### src/rtl/qb_port_pkg.sv
package qb_port_pkg;
  typedef enum logic {
    PORT_QUASI      = 1'b0,
    PORT_OPEN_DRAIN = 1'b1
  } port_kind_e;
endpackage

### src/rtl/qb_port_latch.sv
module qb_port_latch #(
  parameter int PORT_W = 8,
  parameter logic [PORT_W-1:0] RESET_VAL = '1,
  localparam int IDX_W = (PORT_W > 1) ? $clog2(PORT_W) : 1
) (
  input  logic              clk_i,
  input  logic              rst_ni,
  input  logic              wr_byte_i,
  input  logic [PORT_W-1:0] wr_data_i,
  input  logic              wr_bit_i,
  input  logic [IDX_W-1:0]  bit_idx_i,
  input  logic              bit_val_i,
  output logic [PORT_W-1:0] latch_d_o,
  output logic [PORT_W-1:0] latch_q_o
);
  logic [PORT_W-1:0] latch_q;

  // byte load first, bit write applied on top
  always_comb begin
    latch_d_o = latch_q;
    if (wr_byte_i) latch_d_o = wr_data_i;
    if (wr_bit_i && (int'(bit_idx_i) < PORT_W)) latch_d_o[bit_idx_i] = bit_val_i;
  end

  always_ff @(posedge clk_i or negedge rst_ni) begin
    if (!rst_ni) latch_q <= RESET_VAL;
    else         latch_q <= latch_d_o;
  end

  assign latch_q_o = latch_q;
endmodule

### src/rtl/qb_pin_sync.sv
module qb_pin_sync #(
  parameter int PORT_W = 8,
  parameter int STAGES = 2
) (
  input  logic              clk_i,
  input  logic              rst_ni,
  input  logic [PORT_W-1:0] pin_i,
  output logic [PORT_W-1:0] pin_o
);
  logic [PORT_W-1:0] stage_q [STAGES];

  for (genvar s = 0; s < STAGES; s++) begin : g_stage
    always_ff @(posedge clk_i or negedge rst_ni) begin
      if (!rst_ni)     stage_q[s] <= '0;
      else if (s == 0) stage_q[s] <= pin_i;
      else             stage_q[s] <= stage_q[(s > 0) ? s - 1 : 0];
    end
  end

  assign pin_o = stage_q[STAGES-1];
endmodule

### src/rtl/qb_pu_pulse.sv
module qb_pu_pulse #(
  parameter int PORT_W       = 8,
  parameter int PULSE_CYCLES = 2,
  localparam int CNT_W = $clog2(PULSE_CYCLES + 1)
) (
  input  logic              clk_i,
  input  logic              rst_ni,
  input  logic [PORT_W-1:0] latch_d_i,
  input  logic [PORT_W-1:0] latch_q_i,
  output logic [PORT_W-1:0] strong_o
);
  localparam logic [CNT_W-1:0] LOAD = CNT_W'(PULSE_CYCLES);

  for (genvar i = 0; i < PORT_W; i++) begin : g_pin
    logic [CNT_W-1:0] cnt_q;

    always_ff @(posedge clk_i or negedge rst_ni) begin
      if (!rst_ni)                  cnt_q <= '0;
      else if (!latch_d_i[i])       cnt_q <= '0;     // falling bit cancels
      else if (!latch_q_i[i])       cnt_q <= LOAD;   // rising bit starts
      else if (cnt_q != '0)         cnt_q <= cnt_q - 1'b1;
    end

    assign strong_o[i] = (cnt_q != '0);
  end
endmodule

### src/rtl/qb_pad_drive.sv
module qb_pad_drive
  import qb_port_pkg::*;
#(
  parameter int         PORT_W = 8,
  parameter port_kind_e KIND   = PORT_QUASI
) (
  input  logic [PORT_W-1:0] latch_q_i,
  input  logic              bus_mode_i,
  input  logic [PORT_W-1:0] bus_data_i,
  input  logic [PORT_W-1:0] pulse_i,
  output logic [PORT_W-1:0] pull_low_o,
  output logic [PORT_W-1:0] strong_pu_o,
  output logic [PORT_W-1:0] weak_pu_o
);
  localparam bit IS_OD = (KIND == PORT_OPEN_DRAIN);

  logic              bus_own;
  logic [PORT_W-1:0] eff;

  assign bus_own     = IS_OD && bus_mode_i;
  assign eff         = bus_own ? bus_data_i : latch_q_i;
  assign pull_low_o  = ~eff;
  assign strong_pu_o = IS_OD ? (bus_own ? bus_data_i : '0) : pulse_i;
  assign weak_pu_o   = IS_OD ? '0 : '1;
endmodule

### src/rtl/qb_port_ctrl.sv
module qb_port_ctrl
  import qb_port_pkg::*;
#(
  parameter int                PORT_W       = 8,
  parameter port_kind_e        KIND         = PORT_QUASI,
  parameter logic [PORT_W-1:0] RESET_VAL    = '1,
  parameter int                PULSE_CYCLES = 2,
  parameter int                SYNC_STAGES  = 2,
  localparam int IDX_W = (PORT_W > 1) ? $clog2(PORT_W) : 1
) (
  input  logic              clk_i,
  input  logic              rst_ni,
  input  logic              wr_byte_i,
  input  logic [PORT_W-1:0] wr_data_i,
  input  logic              wr_bit_i,
  input  logic [IDX_W-1:0]  bit_idx_i,
  input  logic              bit_val_i,
  input  logic              rd_pin_i,
  output logic [PORT_W-1:0] rd_data_o,
  input  logic [PORT_W-1:0] pin_i,
  input  logic              bus_mode_i,
  input  logic [PORT_W-1:0] bus_data_i,
  output logic [PORT_W-1:0] pull_low_o,
  output logic [PORT_W-1:0] strong_pu_o,
  output logic [PORT_W-1:0] weak_pu_o
);
  logic [PORT_W-1:0] latch_d, latch_q, pin_sync, pulse;

  qb_port_latch #(.PORT_W(PORT_W), .RESET_VAL(RESET_VAL)) u_latch (
    .clk_i, .rst_ni, .wr_byte_i, .wr_data_i, .wr_bit_i, .bit_idx_i, .bit_val_i,
    .latch_d_o(latch_d), .latch_q_o(latch_q)
  );

  qb_pin_sync #(.PORT_W(PORT_W), .STAGES(SYNC_STAGES)) u_sync (
    .clk_i, .rst_ni, .pin_i, .pin_o(pin_sync)
  );

  if (KIND == PORT_QUASI) begin : g_quasi
    qb_pu_pulse #(.PORT_W(PORT_W), .PULSE_CYCLES(PULSE_CYCLES)) u_pulse (
      .clk_i, .rst_ni, .latch_d_i(latch_d), .latch_q_i(latch_q), .strong_o(pulse)
    );
  end else begin : g_od
    assign pulse = '0;
  end

  qb_pad_drive #(.PORT_W(PORT_W), .KIND(KIND)) u_pad (
    .latch_q_i(latch_q), .bus_mode_i, .bus_data_i, .pulse_i(pulse),
    .pull_low_o, .strong_pu_o, .weak_pu_o
  );

  assign rd_data_o = rd_pin_i ? pin_sync : latch_q;
endmodule

### config.mk
export PLATFORM = sky130hd
export DESIGN_NAME = qb_port_ctrl
export DESIGN_NICKNAME = d
export VERILOG_FILES = /design/src/rtl/qb_port_pkg.sv /design/src/rtl/qb_port_latch.sv /design/src/rtl/qb_pin_sync.sv /design/src/rtl/qb_pu_pulse.sv /design/src/rtl/qb_pad_drive.sv /design/src/rtl/qb_port_ctrl.sv
export SDC_FILE = /design/constraint.sdc
export NUM_CORES = 1
export LEC_CHECK = 0
export BUFFER_PORTS_ARGS = -buffer_cell sky130_fd_sc_hd__buf_2
export CAP_MARGIN = 0
export CORE_MARGIN = 5
export CORE_UTILIZATION = 54
export CTS_CLUSTER_DIAMETER = 150
export DETAILED_ROUTE_END_ITERATION = 8
export GPL_TIMING_DRIVEN = 1
export HOLD_SLACK_MARGIN = 0.02
export PLACE_DENSITY_LB_ADDON = 0.1
export SYNTH_ARGS = -nofsm -noshare
export SYNTH_HDL_FRONTEND = slang
export SYNTH_SLANG_ARGS = --single-unit
### constraint.sdc
create_clock -name clk_i -period 2.2 [get_ports clk_i]
set_clock_uncertainty 0.2 [all_clocks]
set_input_delay 0.66 -clock clk_i [delete_from_list [all_inputs] [get_ports clk_i]]
set_output_delay 0.66 -clock clk_i [all_outputs]
set_load 0.05 [all_outputs]
==> impl_metrics.py <==
metrics = {
    "detailed_routing": {
        "vias": 1457,
        "drt_pass1_iterations": 4,
        "drt_iter0_drc": 57,
        "ant_nets": 0,
        "viasPerCell": 4.857,
        "drc": 0,
        "routedWlPerCell_um": 12.02,
        "wl_um": 3607,
    },
    "run": {
        "drv_cap": 0,
    },
    "sta": {
        "setup_viol": 0,
        "worst_slack_ps": 69.14,
        "maxSlewViolCount": 0,
        "max_freq_ghz": 0.4693,
        "final-hold-violation-count": 0,
        "grt_setup_unrepaired": "no",
        "hold_slack_ps": 150.9,
        "min_period_ps": 2131,
        "min_period_over_period_pct": 96.86,
    },
    "power": {
        "switching_share_pct": 43.78,
        "combPwrFrac_pct": 49.4,
        "power_density_nw_per_um2": 1188,
        "ir_drop_mv": 0.6170,
        "internal_power_uw": 1605,
        "p_switching_uw": 1250,
        "clkPwrFrac_pct": 16.1,
        "power_frac_seq_pct": 34.5,
        "cellLeakagePower_uw": 0.001187,
    },
    "cts": {
        "htree_levels": 2,
        "cts_buffer_depth": 2,
        "cts.sinks": 40,
        "hold_buffers": 0,
        "clockRootBuffer": "clkbuf_8",
        "cts_tree": "yes",
        "postCtsSetupBuffers": 0,
        "numCtsBuffers": 5,
        "clkTransAtPathRegs_ps": 80,
        "clk_latency_ps": 280,
    },
    "placement": {
        "place_congestion": 0.7137,
        "dp_hpwl_um": 2795,
        "pre_cts_ws_ps": -38.64,
        "io_buffers": 48,
    },
    "global_routing": {
        "grt_antenna_before_repair": 0,
        "grt_max_degree": 41,
        "grtUsageTotal_pct": 15.10,
        "gr-total-overflow": 0,
        "grt_pass1_vias": 1383,
        "grt_pass1_wl_um": 6175,
    },
    "synth": {
        "synth_seq_area_share_pct": 49.00,
        "syn_avg_cell_area_sq_um": 10.16,
        "synth_top_family_by_area": "simple AND/OR/NAND/NOR gates",
        "synth-xor-area-share_pct": 3.396,
        "synth_compound_area_share_pct": 13.83,
        "synth_mux_area_share_pct": 1.092,
        "yosys_warnings": 0,
        "syn_inst": 203,
        "ys_seq_elements": 40,
        "synthSimpleGateAreaFrac_pct": 16.19,
        "ys.flop_type": "dfrtp_1",
        "synth_fa_ha_area_share_pct": 4.851,
        "ys_types": 26,
        "synth_area_sq_um": 2063,
        "async_flop_share_pct": 100.0,
        "synth_edf_count": 0,
    },
    "floorplanning": {
        "core_sq_um": 3689,
        "dieWidth_um": 71.81,
        "fp-row-count": 22,
        "die_area_sq_um": 5157,
        "pin_count": 66,
        "start_util_pct": 55.94,
        "die_h_um": 71.81,
    },
    "critical_path": {
        "cp-start-kind": "flip-flop",
        "critical-path-top-delay-family": "flip-flops",
        "crit_fanout": 3,
        "cp_data_required_time_ps": 1340,
        "rrSetupSlack_ps": 620,
        "path_cells": "inv_1, o21ai_1, buf_4",
        "critical_path_class": "reg2out",
        "slowest_delay_ps": 550,
        "critical_path_arrival_ps": 1270,
        "crit_slowest_cell": "dfstp_2",
        "cp.buffers_inverters": 2,
        "endpoint_kind": "output port",
    },
    "layout": {
        "drive_gt1_share_pct": 32.14,
        "area_delta_synth_final_pct": 16.43,
        "num-fill-cells": 324,
        "fin_nets": 293,
        "insertedDiodeCount": 0,
    },
    "status": {
        "status": "completed",
    },
    "worst_hold_path": {
        "hp-class": "reg2reg",
    },
}
-- routing by layer --
layer | vias up | track usage (%) | wire length (um)
li1 | 748 | - | -
met2 | 35 | 23.67 | 1657
met3 | 4 | 4.488 | 203
met1 | 670 | 20.05 | 1720
met4 | 0 | 5.010 | 25
met5 | - | 0 | 0
-- repair_timing --
item / CTS / global route
gates resized for setup: 8 / 4
pin swaps: 0 / 0
endpoints found under the hold margin: 0 / 0
endpoints found under the setup margin: 8 / 9
-- layout by cell type, fill, tap and decap left out, drive strengths merged, types with 2 or more instances in the layout --
cell type,Yosys,final
nor4,4,4
o22a,6,6
mux2,2,2
o21ai,14,14
o32a,2,2
nor2b,8,8
dfstp,8,8
buf,13,47
ha,8,8
a211oi,8,8
nand2b,3,3
nor4b,6,6
conb,1,8
nor3,6,6
nor2,22,22
o31a,2,2
nand2,10,10
a21oi,6,6
clkbuf,2,8
xor2,8,8
dfrtp,32,32
inv,32,32
-- worst paths after layout --
kind,from,endpoint,depth (start not counted)
max in group asynchronous,rst_ni,u_latch.latch_q_o[6],2
max reg2reg,g_quasi.u_pulse.g_pin[2].cnt_q[0],g_quasi.u_pulse.g_pin[2].cnt_q[1],5
max,u_latch.latch_q_o[5],rd_data_o[5],3
min,u_sync.stage_q[8],u_sync.pin_o[0],0
min reg2reg,u_sync.stage_q[8],u_sync.pin_o[0],0
min in group asynchronous,rst_ni,u_sync.stage_q[8],2
-- layout make-up --
cell class / count / area, sq um / share of cell area [%]
flip-flops and latches: 40 / 1011 / 42.08
multi-input cells: 123 / 849.6 / 35.36
repair buffers: 49 / 276.5 / 11.51
inverters: 32 / 120.1 / 5.000
clock buffers: 6 / 72.57 / 3.021
well taps: 48 / 60.06 / 2.500
clock inverters: 2 / 12.51 / 0.5208
-- sequential cells by signal (all words and copies together) (netlist names) --
name	flops
u_latch.latch_q_o	8
g_quasi.u_pulse.g_pin.cnt_q	16
u_sync.pin_o	8
u_sync.stage_q	8
-- Yosys cell counts, types with 2 or more instances --
library cell | n | share of area, %
a21oi_1 | 6 | 1.5
o21ai_0 | 14 | 3.4
o32a_1 | 2 | 0.97
nor4b_1 | 6 | 2.5
nor4_1 | 2 | 0.61
buf_4 | 10 | 3.6
nor2b_1 | 8 | 2.4
buf_6 | 3 | 1.6
mux2_2 | 2 | 1.1
nor3_1 | 6 | 1.5
o22a_1 | 6 | 2.5
a211oi_2 | 7 | 4.2
nor4_2 | 2 | 1.2
inv_1 | 32 | 5.8
o31a_1 | 2 | 0.85
ha_1 | 8 | 4.9
xor2_1 | 8 | 3.4
nand2_1 | 9 | 1.6
nand2b_4 | 3 | 2.0
dfrtp_1 | 32 | 39
clkbuf_1 | 2 | 0.36
nor2_1 | 22 | 4.0
dfstp_2 | 8 | 10
-- power by group through the flow --
stage | sequential [uW] | combinational (uW) | clock, uW
2_1_floorplan | 985 | 1160 | 0
3_3_place_gp | 994 | 1380 | 0
3_5_place_dp | 1000 | 1400 | 0
4_1_cts | 986 | 1420 | 476
5_1_grt | 1010 | 1560 | 503
6_report | 984 | 1410 | 460
-- metrics by stage --
step / setup TNS [ps] / utilization, % / instance area, sq um / cells / power (uW)
final: 0 / 65.13 / 2402 / 300 / 2855
after global routing: 0 / 65.13 / 2402 / 300 / 3075
after CTS: 0 / 64.79 / 2390 / 300 / 2882
after detailed placement: -190.2 / 61.94 / 2285 / 292 / 2402
after global placement: -148.1 / 61.94 / 2285 / 292 / 2379
after floorplan: -1622 / - / 2093 / 210 / 2146
-- cells by family (layout without fill, tap and decap cells) --
logic type / count (synthesis) / after routing
other: 1 / 8
multiplexers: 2 / 2
buffers and inverters: 47 / 89
flip-flops: 40 / 40
XOR/XNOR: 8 / 8
AO/OA/AOI/OAI: 38 / 38
adder cells (fa/ha/maj): 8 / 8
AND/OR/NAND/NOR: 59 / 59
No activity file was read; power rests on OpenSTA's default activity.
